$ cat config.mk
export PLATFORM = sky130hd
export DESIGN_NAME = vgpa_adder
export DESIGN_NICKNAME = d
export VERILOG_FILES = /design/src/rtl/vgpa_pkg.sv /design/src/rtl/vgpa_bitpair.sv /design/src/rtl/vgpa_prefix.sv /design/src/rtl/vgpa_sleep_count.sv /design/src/rtl/vgpa_adder.sv
export SDC_FILE = /design/constraint.sdc
export NUM_CORES = 1
export LEC_CHECK = 0
export BUFFER_PORTS_ARGS = -buffer_cell sky130_fd_sc_hd__buf_2
export CAP_MARGIN = 20
export CORE_MARGIN = 4
export CORE_UTILIZATION = 45
export DETAILED_ROUTE_END_ITERATION = 8
export PLACE_DENSITY = 0.74
export SLEW_MARGIN = 20
export SYNTH_ARGS = -nofsm -noshare
export SYNTH_HDL_FRONTEND = slang
export SYNTH_SLANG_ARGS = --single-unit
export TNS_END_PERCENT = 20
$ cat constraint.sdc
create_clock -name clk -period 7.6 [get_ports clk]
set_clock_uncertainty 0.1 [all_clocks]
set_input_delay 1.52 -clock clk [delete_from_list [all_inputs] [get_ports clk]]
set_output_delay 1.52 -clock clk [all_outputs]
set_load 0.02 [all_outputs]
$ cat src/rtl/vgpa_pkg.sv
package vgpa_pkg;
   // Default geometry of the adder; modules take these as parameter defaults.
   localparam int unsigned VGPA_WIDTH = 32;
   localparam int unsigned VGPA_GATED = 16;

   // Width of a counter able to hold 0..n.
   function automatic int unsigned cnt_width(input int unsigned n);
      return $clog2(n + 1);
   endfunction
endpackage

$ cat src/rtl/vgpa_bitpair.sv
// Operand-pair stage: propagate, generate and (upper half only) a wake bit.
// Column index is shifted by one; column 0 carries the external carry-in.
module vgpa_bitpair #(
   parameter int unsigned WIDTH = vgpa_pkg::VGPA_WIDTH,
   parameter int unsigned GATED = vgpa_pkg::VGPA_GATED
) (
   input  logic [WIDTH-1:0] a,
   input  logic [WIDTH-1:0] b,
   input  logic             cin,
   output logic [WIDTH:0]   gen,
   output logic [WIDTH:0]   prop,
   output logic [WIDTH:0]   awake,
   output logic [GATED-1:0] en_hi
);
   localparam int unsigned LOW_COLS = WIDTH - GATED;

   assign gen[0]   = cin;
   assign prop[0]  = 1'b0;
   assign awake[0] = 1'b1;

   for (genvar i = 0; i < WIDTH; i++) begin : g_col
      logic x_bit;
      logic n_bit;
      assign x_bit = a[i] ^ b[i];
      assign n_bit = a[i] & b[i];
      if (i >= LOW_COLS) begin : g_gated
         logic o_bit;
         assign o_bit              = a[i] | b[i];
         assign en_hi[i-LOW_COLS]  = o_bit;
         assign awake[i+1]         = o_bit;
         // Sleeping column: outputs strapped to zero.
         assign gen[i+1]           = o_bit & n_bit;
         assign prop[i+1]          = o_bit & x_bit;
      end else begin : g_always_on
         assign awake[i+1] = 1'b1;
         assign gen[i+1]   = n_bit;
         assign prop[i+1]  = x_bit;
      end
   end
endmodule

$ cat src/rtl/vgpa_prefix.sv
// Kogge-Stone prefix network over WIDTH+1 columns. Every node of a sleeping
// column drives zero, which equals its true group value in that case.
module vgpa_prefix #(
   parameter int unsigned WIDTH = vgpa_pkg::VGPA_WIDTH
) (
   input  logic [WIDTH:0] gen,
   input  logic [WIDTH:0] prop,
   input  logic [WIDTH:0] awake,
   output logic [WIDTH:0] grp
);
   localparam int unsigned COLS   = WIDTH + 1;
   localparam int unsigned LEVELS = $clog2(COLS);

   logic [LEVELS:0][COLS-1:0]   gl;
   logic [LEVELS-1:0][COLS-1:0] pl;

   assign gl[0] = gen;
   assign pl[0] = prop;

   for (genvar l = 1; l <= LEVELS; l++) begin : g_lvl
      localparam int unsigned DIST = 1 << (l - 1);
      for (genvar j = 0; j < COLS; j++) begin : g_node
         if (j >= DIST) begin : g_merge
            assign gl[l][j] = awake[j] &
                              (gl[l-1][j] | (pl[l-1][j] & gl[l-1][j-DIST]));
            if (l < LEVELS) begin : g_p
               assign pl[l][j] = awake[j] & pl[l-1][j] & pl[l-1][j-DIST];
            end
         end else begin : g_pass
            assign gl[l][j] = awake[j] & gl[l-1][j];
            if (l < LEVELS) begin : g_p
               assign pl[l][j] = awake[j] & pl[l-1][j];
            end
         end
      end
   end

   assign grp = gl[LEVELS];
endmodule

$ cat src/rtl/vgpa_sleep_count.sv
// Counts the sleeping upper columns.
module vgpa_sleep_count #(
   parameter int unsigned GATED = vgpa_pkg::VGPA_GATED,
   localparam int unsigned CW   = vgpa_pkg::cnt_width(GATED)
) (
   input  logic [GATED-1:0] en_hi,
   output logic [CW-1:0]    cnt
);
   always_comb begin
      cnt = '0;
      for (int k = 0; k < GATED; k++) begin
         if (!en_hi[k]) cnt = cnt + 1'b1;
      end
   end
endmodule

$ cat src/rtl/vgpa_adder.sv
module vgpa_adder #(
   parameter int unsigned WIDTH = vgpa_pkg::VGPA_WIDTH,
   parameter int unsigned GATED = vgpa_pkg::VGPA_GATED,
   localparam int unsigned CW   = vgpa_pkg::cnt_width(GATED)
) (
   input  logic             clk,
   input  logic             rst,
   input  logic [WIDTH-1:0] op_a,
   input  logic [WIDTH-1:0] op_b,
   input  logic             carry_in,
   output logic [WIDTH-1:0] sum,
   output logic             carry_out,
   output logic [GATED-1:0] slice_en,
   output logic [CW-1:0]    sleep_cnt
);
   if (WIDTH < 2) begin : g_bad_width
      $error("vgpa_adder: WIDTH must be at least 2");
   end
   if (GATED < 1 || GATED > WIDTH) begin : g_bad_gated
      $error("vgpa_adder: GATED must lie in 1..WIDTH");
   end

   logic [WIDTH-1:0] a_q, b_q;
   logic             c_q;

   always_ff @(posedge clk) begin
      if (rst) begin
         a_q <= '0;
         b_q <= '0;
         c_q <= 1'b0;
      end else begin
         a_q <= op_a;
         b_q <= op_b;
         c_q <= carry_in;
      end
   end

   logic [WIDTH:0]   gen, prop, awake, grp;
   logic [GATED-1:0] en_hi;
   logic [CW-1:0]    cnt;
   logic [WIDTH-1:0] sum_d;

   vgpa_bitpair #(.WIDTH(WIDTH), .GATED(GATED)) u_pair (
      .a(a_q), .b(b_q), .cin(c_q),
      .gen(gen), .prop(prop), .awake(awake), .en_hi(en_hi)
   );

   vgpa_prefix #(.WIDTH(WIDTH)) u_tree (
      .gen(gen), .prop(prop), .awake(awake), .grp(grp)
   );

   vgpa_sleep_count #(.GATED(GATED)) u_cnt (
      .en_hi(en_hi), .cnt(cnt)
   );

   // Sum bit i: column propagate XOR carry from all columns below.
   for (genvar i = 0; i < WIDTH; i++) begin : g_sum
      assign sum_d[i] = prop[i+1] ^ grp[i];
   end

   always_ff @(posedge clk) begin
      if (rst) begin
         sum       <= '0;
         carry_out <= 1'b0;
         slice_en  <= '0;
         sleep_cnt <= CW'(GATED);
      end else begin
         sum       <= sum_d;
         carry_out <= grp[WIDTH];
         slice_en  <= en_hi;
         sleep_cnt <= cnt;
      end
   end
endmodule

==> results of run 1 <==
==> cell families after synthesis <==
kind of cell,count (synthesis)
DFF,119
and+or+nand+nor,279
xor gates and xnor gates,84
buffers and inverters,99
AOI/OAI and AO/OA,164
muxes,11
adders and majority gates,66
==> per-layer routing <==
layer  global-route usage (%)  vias up
li1                         -     3036
met3                     5.25       20
met4                     5.60        4
met2                     29.6      156
met5                        0        -
met1                     22.1     2761
==> registers in the layout, indices dropped and copies added, names as in the netlist <==
name	flops
sleep_cnt	5
slice_en	16
a_q	32
b_q	32
c_q	1
carry_out	1
sum	32
==> critical path, delay by kind of cell (launching register included) <==
kind            cells  cell delay [ns]
simple gates        7             0.78
fa+ha+maj           9             2.38
mux                 2             0.39
compound gates     10             1.76
buf+inv             4             0.25
xor+xnor            8             1.29
flops               1             0.32
==> cell type report <==
| type | instances | area (sq um) | area share, % |
|---|---|---|---|
| tap | 211 | 264 | 2.98 |
| sequential | 119 | 2390 | 27.0 |
| timing repair buffer | 142 | 772 | 8.72 |
| clock inverter | 12 | 175 | 1.98 |
| antenna | 2 | 5.00 | 0.0565 |
| inverter | 64 | 243 | 2.74 |
| multi-input combinational | 604 | 4550 | 51.4 |
| clock buffer | 20 | 457 | 5.16 |
==> power by group through the flow <==
stage          logic, mW  clock network (mW)  registers, mW
5_1_grt             2.32               0.897          0.702
6_report            2.14               0.855          0.696
3_3_place_gp        1.83                   0          0.708
2_1_floorplan       1.46                   0          0.749
4_1_cts             1.97               0.865          0.696
3_5_place_dp        1.87                   0          0.709
==> cells in the final DEF, fill, tap and decap left out, types with 4 or more instances in the layout <==
master / Yosys / final
dfxtp_1: 119 / 115
xnor2_2: 3 / 7
buf_4: 0 / 22
and3_1: 5 / 5
mux2i_1: 9 / 8
o31ai_1: 11 / 11
o211ai_1: 4 / 4
xnor2_1: 46 / 42
dfxtp_2: 0 / 4
ha_4: 0 / 6
nor2_1: 82 / 82
a211oi_1: 6 / 4
a21oi_1: 52 / 51
bufinv_16: 0 / 4
nand4_1: 5 / 5
o21ai_0: 29 / 26
nor4_1: 8 / 8
a21boi_0: 6 / 6
nor2b_1: 70 / 70
xor2_1: 26 / 25
nand2_1: 52 / 49
clkbuf_16: 0 / 17
inv_1: 63 / 55
nand3_1: 9 / 9
buf_2: 2 / 119
nor3_1: 18 / 18
nor3b_1: 8 / 7
nand2b_1: 5 / 5
ha_1: 65 / 56
o21a_1: 8 / 8
or3_1: 4 / 4
inv_2: 0 / 7
a21o_1: 13 / 13
==> repair_timing <==
item | CTS | global route
resized for setup | 8 | 42
pin swaps | 2 | 20
gates cloned | 0 | 0
buffers inserted | 3 | 7
endpoints found under the setup margin | 4 | 4
==> metrics by stage <==
stage	power (mW)	util [%]	instances
2_1_floorplan	2.20	-	822
3_3_place_gp	2.54	51.7	1130
3_5_place_dp	2.58	51.7	1130
4_1_cts	3.53	56.3	1165
5_1_grt	3.92	57.8	1173
6_report	3.69	57.8	1174
==> path summary, 6_finish.rpt <==
check	from	to	slack, ns	depth (start not counted)
setup / recovery	b_q[17]	sleep_cnt[4]	0.25	40
hold / removal	c_q	sum[0]	0.50	3
setup reg to reg	b_q[17]	sleep_cnt[4]	0.25	40
hold reg to reg	c_q	sum[0]	0.50	3
==> metrics.cfg, run 1 <==
[cells_and_area]
design_area_sq_mm = 0.00885
drive_gt1_share_pct = 24.8
syn_to_final_growth_pct = 24.5
fillerInstances = 1358
nets = 1081

[setup_path]
end_kind = flip-flop
path_class = reg -> reg
cp-start-kind = flip-flop
required_ns = 7.85
max_stage_delay_ns = 0.38
cp_slowest_cell = ha_1
cp.arrival_ns = 7.60
worstPathMaxFanout = 3

[timing]
hold_violations = 0
holdWs_ns = 0.501
layout_setup_ws_ns = 0.252
maxSlewViolCount = 0
clock.fmax_ghz = 0.136
setup_viol = 0
period_share_pct = 96.7
maxSlewHeadroom_pct = 35.9
worst_slew_pin_slew_ns = 0.961
min_period_ns = 7.35
fin_setup_tns_ns = 0

[clock_tree]
clock-sinks = 119
cts_root_buffer = clkbuf_16
path_clk_slew_ns = 0.05
cts_buffers = 17
ctsLongestPathBuffers = 2
htreeDepth = 4
insertion_delay_ns = 0.41
cts_tree = built
hold_buffers = 0

[synth]
synthAdderAreaFrac_pct = 11.7
synth-xor-area-share_pct = 12.6
syn_avg_cell_area_sq_um = 8.65
synth-seq-cells = 119
syn_nets = 955
synth-compound-area-share_pct = 15.4
ys.warnings.count = 0
synth_top_area_cell = dfxtp_1
yosys_most_used_dff = dfxtp_1
synthTopCellsByArea = dfxtp_1 34%, ha_1 11%, nor2b_1 6.2%, xnor2_1 5.7%, nor2_1 4.3%
synth.mux.area_fraction_pct = 1.58
synth_edf_count = 0
netlist_top_cells_count = 119 x dfxtp_1, 82 x nor2_1, 70 x nor2b_1, 65 x ha_1, 63 x inv_1
synth_top_family_by_area = simple AND/OR/NAND/NOR gates
syn_area_sq_mm = 0.00711
yosysTopAreaCellShare_pct = 33.5
synthArstFlopShare_pct = 0
synth_cell_type_count = 69
ys_seq_area_share_pct = 33.5
syn_inst = 822
synth_simple_gate_area_share_pct = 19.9
yosysMostFrequentCell = dfxtp_1

[route]
drc = 0
drtAntennaViolNets = 0
routed.top_layer = met5
via_per_inst = 5.09
met2_length_microns = 7670
avgRoutedWirePerCell_microns = 13.8
first_pass_iters = 5
wl_met1_microns = 7130
via_count = 5977
route.met3.wl_microns = 1060
drtIter0Drc = 414
wirelength_microns = 16100

[power]
p_int_mw = 2.26
clkPwrFrac_pct = 23.2
seq_power_share_pct = 18.9
power_density_mw_per_mm2 = 416
leakage_nw = 3.99
power_switching_mw = 1.43
combPwrFrac_pct = 57.9
swShare_pct = 38.8
ir_worst_vdd_v = 0.000295

[place]
post_dp_cell_area_sq_mm = 0.00793
hpwl_microns = 11500
dp_slack_ns = -0.207
place.gp.congestion = 0.812
port_buffers = 120

[die]
initial_utilization_pct = 46.4
ios = 121
rows = 45
die_w_microns = 134
die-area_sq_mm = 0.0179
die_h_microns = 134
fp.coreArea_sq_mm = 0.0153

[run]
maxCapViolCount = 0

[run_status]
status = finished, final reports clean

[global_route]
grt_overflow = 0
grt_use_total_pct = 17.7
grt_pass1_wl_microns = 26200
grt_pass1_vias = 5727
antenna_found_initial = 3
grt_max_degree = 79

[worst_hold_path]
hold_path_class = reg -> reg

Power figures use the tool's default switching activity.
==> run 2, diff against run 1 <==
ABC_AREA = 1   (was not set)
==> run 2 against run 1 <==
Net effect: maximum frequency increased by 0.49%; first-iteration DRC count decreased by 23%; combinational power decreased by 64%; clock-buffer cell count increased by 2; sequential power decreased by 0.9%; clock power decreased by 6.1%; sequential cell count unchanged; total power decreased by 39%; largest cell class unchanged; highest routed layer is now met4.
==> metrics.cfg, run 2 <==
[cells_and_area]
reg_top3 = a_q (32), b_q (32), sum (32)
final_common_cell = inv_1
fillerInstances = 1464
syn_to_final_growth_pct = 20.8
n_antenna_cell = 0
drive_gt1_share_pct = 19.9
design_area_sq_mm = 0.00845
regArea_sq_mm = 0.00238
final_cell_mix = 217 x inv_1, 178 x nand2_1, 134 x nor2_1, 120 x buf_2, 119 x dfxtp_1
nets = 1280
multi_input_area_sq_mm = 0.00377

[die]
ios = 121
die-area_sq_mm = 0.0176
die_w_microns = 133
rows = 45
die_h_microns = 133
initial_utilization_pct = 46.0
fp.coreArea_sq_mm = 0.0152

[route]
via_count = 6383
drtAntennaViolNets = 0
avgRoutedWirePerCell_microns = 11.2
first_pass_iters = 5
drtIter0Drc = 317
wirelength_microns = 15000
via_per_inst = 4.74
drc = 0

[setup_path]
cp_slowest_cell = or2_2
path_class = reg -> reg
cp.arrival_ns = 7.46
timing.rr.start = b_q[17]
cp-start-kind = flip-flop
required_ns = 7.75
rr_endpoint = sleep_cnt[4]
end_kind = flip-flop
cpMostUsedCell = ha_1
worstPathMaxFanout = 4
r2r_slack_ns = 0.29
max_stage_delay_ns = 0.33
reg2reg_depth = 45

[synth]
netlist_top_cells_count = 222 x inv_1, 181 x nand2_1, 134 x nor2_1, 119 x dfxtp_1, 74 x a21oi_1
synthArstFlopShare_pct = 0
syn_inst = 1018
yosysTopAreaCellShare_pct = 34.0
syn_area_sq_mm = 0.00700
synth_top_area_cell = dfxtp_1
syn_avg_cell_area_sq_um = 6.88
synth_cell_type_count = 40
yosys_most_used_dff = dfxtp_1
syn_nets = 1151
synth-seq-cells = 119
ys_seq_area_share_pct = 34.0
yosysMostFrequentCell = inv_1
ys.warnings.count = 0
synth_edf_count = 0
synthTopCellsByArea = dfxtp_1 34%, inv_1 12%, ha_1 12%, nand2_1 9.7%, nor2_1 7.2%

[power]
combPwrFrac_pct = 34.1
leakage_nw = 4.84
seq_power_share_pct = 30.5
clkPwrFrac_pct = 35.5
power_density_mw_per_mm2 = 268
ir_worst_vdd_v = 0.000165
swShare_pct = 34.1
p_int_mw = 1.49
total_power_mw = 2.26
power_switching_mw = 0.772

[clock_tree]
cts_buffers = 17
htreeDepth = 4
cts_tree = built
clock-sinks = 119
path_clk_slew_ns = 0.05
insertion_delay_ns = 0.42
ctsLongestPathBuffers = 2
cts_root_buffer = clkbuf_16

[worst_hold_path]
worstHoldPathCells = 3
min_from = c_q
whs_endpoint = sum[0]
hold_path_class = reg -> reg

[timing]
layout_setup_ws_ns = 0.288
clock.fmax_ghz = 0.137
period_share_pct = 96.2
min_period_ns = 7.31
maxSlewViolCount = 0
setup_viol = 0
maxSlewHeadroom_pct = 32.1
worst_slew_pin_slew_ns = 1.02
hold_violations = 0

[global_route]
antenna_found_initial = 0
grt_pass1_vias = 5828
grt_pass1_wl_microns = 24900
grt_overflow = 0
grt_max_degree = 88
grt_use_total_pct = 17.0

[place]
hpwl_microns = 11300
dp_slack_ns = 0.0552
post_dp_cell_area_sq_mm = 0.00778
port_buffers = 120
place.gp.congestion = 0.828

[run]
maxCapViolCount = 0

[run_status]
status = finished, final reports clean

run 2: changes by cell type in the layout (fill, tap and decap cells not counted), sizes merged, moves of 17 or more:
cell | previous run | this run
a21oi | 53 | 74
buf | 142 | 125
inv | 63 | 224
nand2 | 52 | 216
nand3 | 9 | 53
nor2 | 82 | 136
nor2b | 70 | 0
o21ai | 29 | 56
xnor2 | 51 | 8
xor2 | 31 | 3
run 2: metal layers:
layer	track usage [%]	share of wire (%)	up-vias
met2	27.6	46	153
met4	6.35	1.5	0
met1	22.1	48	2824
met5	0	0	-
li1	-	-	3392
met3	3.88	5.0	14
run 2: cell type report:
class,instances,share of cell area (%)
inverter,224,9.95
clock buffer,22,5.49
multi-input combinational,660,44.6
timing repair buffer,125,7.55
sequential,119,28.2
clock inverter,8,1.47
tap,188,2.78
run 2: repair_timing:
action                                  4_1_cts  5_1_grt
gates resized for setup                       0       18
hold buffers                                  0        0
buffers inserted                              0        4
endpoints found under the setup margin        0        4
run 2: worst max-delay path, delay by kind of cell (launching register included):
kind                     cells  cell delay [ns]
AO/OA/AOI/OAI                9             1.09
XOR/XNOR                     6             0.68
adder cells (fa/ha/maj)      9             2.25
buffers and inverters        6             0.35
flip-flops                   1             0.32
AND/OR/NAND/NOR             15             2.33
run 2: power by group through the flow:
stage               combinational, mW  sequential [mW]  clock [mW]
floorplan                       0.549            0.740           0
global placement                0.714            0.701           0
detailed placement              0.735            0.702           0
CTS                             0.741            0.690       0.816
global route                    0.877            0.694       0.847
finish                          0.771            0.690       0.803
run 2: how the worst max path moves through the flow:
stage	start	end	slack, ns	cells after the start
2_1_floorplan	a_q[16]	sleep_cnt[4]	0.67	44
3_3_place_gp	a_q[16]	sleep_cnt[4]	0.33	44
3_5_place_dp	a_q[16]	sleep_cnt[4]	0.06	44
4_1_cts	a_q[16]	sleep_cnt[4]	0.02	44
5_1_grt	a_q[17]	sleep_cnt[4]	-0.14	45
6_report	b_q[17]	sleep_cnt[4]	0.29	45
run 2: cell families after synthesis:
family                     after synthesis  share of synthesized area [%]
and+or+nand+nor                        435                           28.4
buffers and inverters                  239                           13.0
AOI/OAI and AO/OA                      148                           11.3
DFF                                    119                           34.0
adders and majority gates               66                           11.9
xor gates and xnor gates                11                           1.38
run 2: through the flow:
| step | TNS, ns | hold slack [ns] | utilization (%) | std cells |
|---|---|---|---|---|
| after global routing | -0.224 | 0.534 | 55.6 | 1346 |
| after global placement | 0 | 0.482 | 51.2 | 1312 |
| after detailed placement | 0 | 0.491 | 51.2 | 1312 |
| final | 0 | 0.500 | 55.6 | 1346 |
| after floorplan | 0 | 0.473 | - | 1018 |
| after CTS | 0 | 0.501 | 55.0 | 1342 |
==> run 3, diff against run 2 <==
PLACE_DENSITY = 0.71   (was 0.74)
TNS_END_PERCENT = 5   (was 20)
==> run 3 against run 2 <==
Net effect: maximum frequency up 1.7%; sequential cell count stayed put; worst setup slack improved by 0.13 ns; wire length shrank 1.9%; non-clock buffer count shrank 1; critical path type unchanged.
==> metrics.cfg, run 3 (synthesis gave the netlist of run 2 again) <==
[timing]
maxSlewViolCount = 0
setup_viol = 0
worst_slew_pin_slew_ns = 1.02
fin_setup_tns_ns = 0
hold_violations = 0
period_share_pct = 94.6
clock.fmax_ghz = 0.139
min_period_ns = 7.19
maxSlewHeadroom_pct = 32.2

[global_route]
grt_use_total_pct = 17.3
antenna_found_initial = 0
met1_usage_pct = 22.3
grtUsageMet3_pct = 3.65
grt_pass1_wl_microns = 25300
grt_max_degree = 88
use_met2_pct = 28.6
grt_pass1_vias = 5893
grt_busiest_layer = met2
grt_overflow = 0

[die]
ios = 121
fp.coreArea_sq_mm = 0.0152
die_h_microns = 133
die_w_microns = 133
rows = 45
initial_utilization_pct = 46.0
die-area_sq_mm = 0.0176

[power]
power_density_mw_per_mm2 = 264
swShare_pct = 34.4
clkPwrFrac_pct = 34.6
ir_worst_vdd_v = 0.000161
power_switching_mw = 0.768
total_power_mw = 2.23
seq_power_share_pct = 30.9
combPwrFrac_pct = 34.5
p_int_mw = 1.47
leakage_nw = 4.84

[route]
drtAntennaViolNets = 0
via_count = 6261
wirelength_microns = 14700
first_pass_iters = 5
via_per_inst = 4.66
avgRoutedWirePerCell_microns = 10.9
drtIter0Drc = 248
drc = 0

[place]
place.gp.congestion = 0.821
hpwl_microns = 11300
port_buffers = 120

[run]
maxCapViolCount = 0

[cells_and_area]
n_antenna_cell = 0
drive_gt1_share_pct = 20.2
nets = 1279
final_common_cell = inv_1
final_cell_mix = 217 x inv_1, 178 x nand2_1, 134 x nor2_1, 120 x buf_2, 119 x dfxtp_1
syn_to_final_growth_pct = 20.7
postLayoutCoreUtil_pct = 55.6
reg_top3 = a_q (32), b_q (32), sum (32)

[setup_path]
worstPathMaxFanout = 5
path_class = reg -> reg
cp.arrival_ns = 7.34
end_kind = flip-flop
cpMostUsedCell = ha_1
max_stage_delay_ns = 0.34
cp_slowest_cell = dfxtp_1
required_ns = 7.75
cp-start-kind = flip-flop

[worst_hold_path]
hold_path_class = reg -> reg

[clock_tree]
cts_buffers = 17
cts_root_buffer = clkbuf_16
cts_tree = built
ctsLongestPathBuffers = 2
clock-sinks = 119
hold_buffers = 0
insertion_delay_ns = 0.41
path_clk_slew_ns = 0.05
htreeDepth = 4

[run_status]
status = finished, final reports clean

## run 3: area by class of cell
cell class,count,area [sq um]
Timing Repair Buffer,124,631
Tap cell,188,235
Sequential cell,119,2380
Multi-Input combinational cell,660,3790
Clock buffer,22,474
Fill cell,1477,6750
Inverter,224,841
Clock inverter,8,98.8
## run 3: worst paths after layout
path / startpoint / end / slack (ns) / cells after the start
worst min register to register: c_q / sum[0] / 0.50 / 3
worst min-delay path: c_q / sum[0] / 0.50 / 3
worst max register to register: a_q[16] / sleep_cnt[4] / 0.41 / 44
worst max-delay path: a_q[16] / sleep_cnt[4] / 0.41 / 44
## run 3: through the flow
stage	setup slack [ns]	hold WS, ns	instances	area (sq um)
after floorplan	0.666	0.473	1018	7000
after detailed placement	0.114	0.492	1312	7780
after CTS	0.00899	0.502	1342	8350
after global placement	0.322	0.487	1312	7780
final	0.414	0.496	1345	8450
after global routing	-0.0480	0.548	1345	8450
## run 3: critical path: cells and delay by family (launching register included)
kind | cells | cell delay (ns)
buffers and inverters | 5 | 0.34
AND/OR/NAND/NOR | 15 | 2.27
AO/OA/AOI/OAI | 9 | 0.90
adder cells (fa/ha/maj) | 9 | 2.19
XOR/XNOR | 6 | 0.85
flip-flops | 1 | 0.34
## run 3: layer usage
metal / part of all wire [%] / vias to the layer above
met4: 1.6 / 0
met3: 4.1 / 12
met1: 48 / 2725
met2: 46 / 128
met5: 0 / -
li1: - / 3396
## run 3: timing repair
| action | in CTS | in global routing |
|---|---|---|
| setup endpoints to repair | 0 | 4 |
| setup buffers | 0 | 3 |
| endpoints found under the hold margin | 0 | 0 |
| resized for setup | 0 | 22 |
## run 3: power by group through the flow
stage                     clock network [mW]  registers, mW  logic, mW
after floorplan                            0          0.740      0.549
after global placement                     0          0.701      0.716
after detailed placement                   0          0.702      0.734
after CTS                              0.789          0.689      0.742
after global routing                   0.815          0.695      0.884
final                                  0.774          0.689      0.771
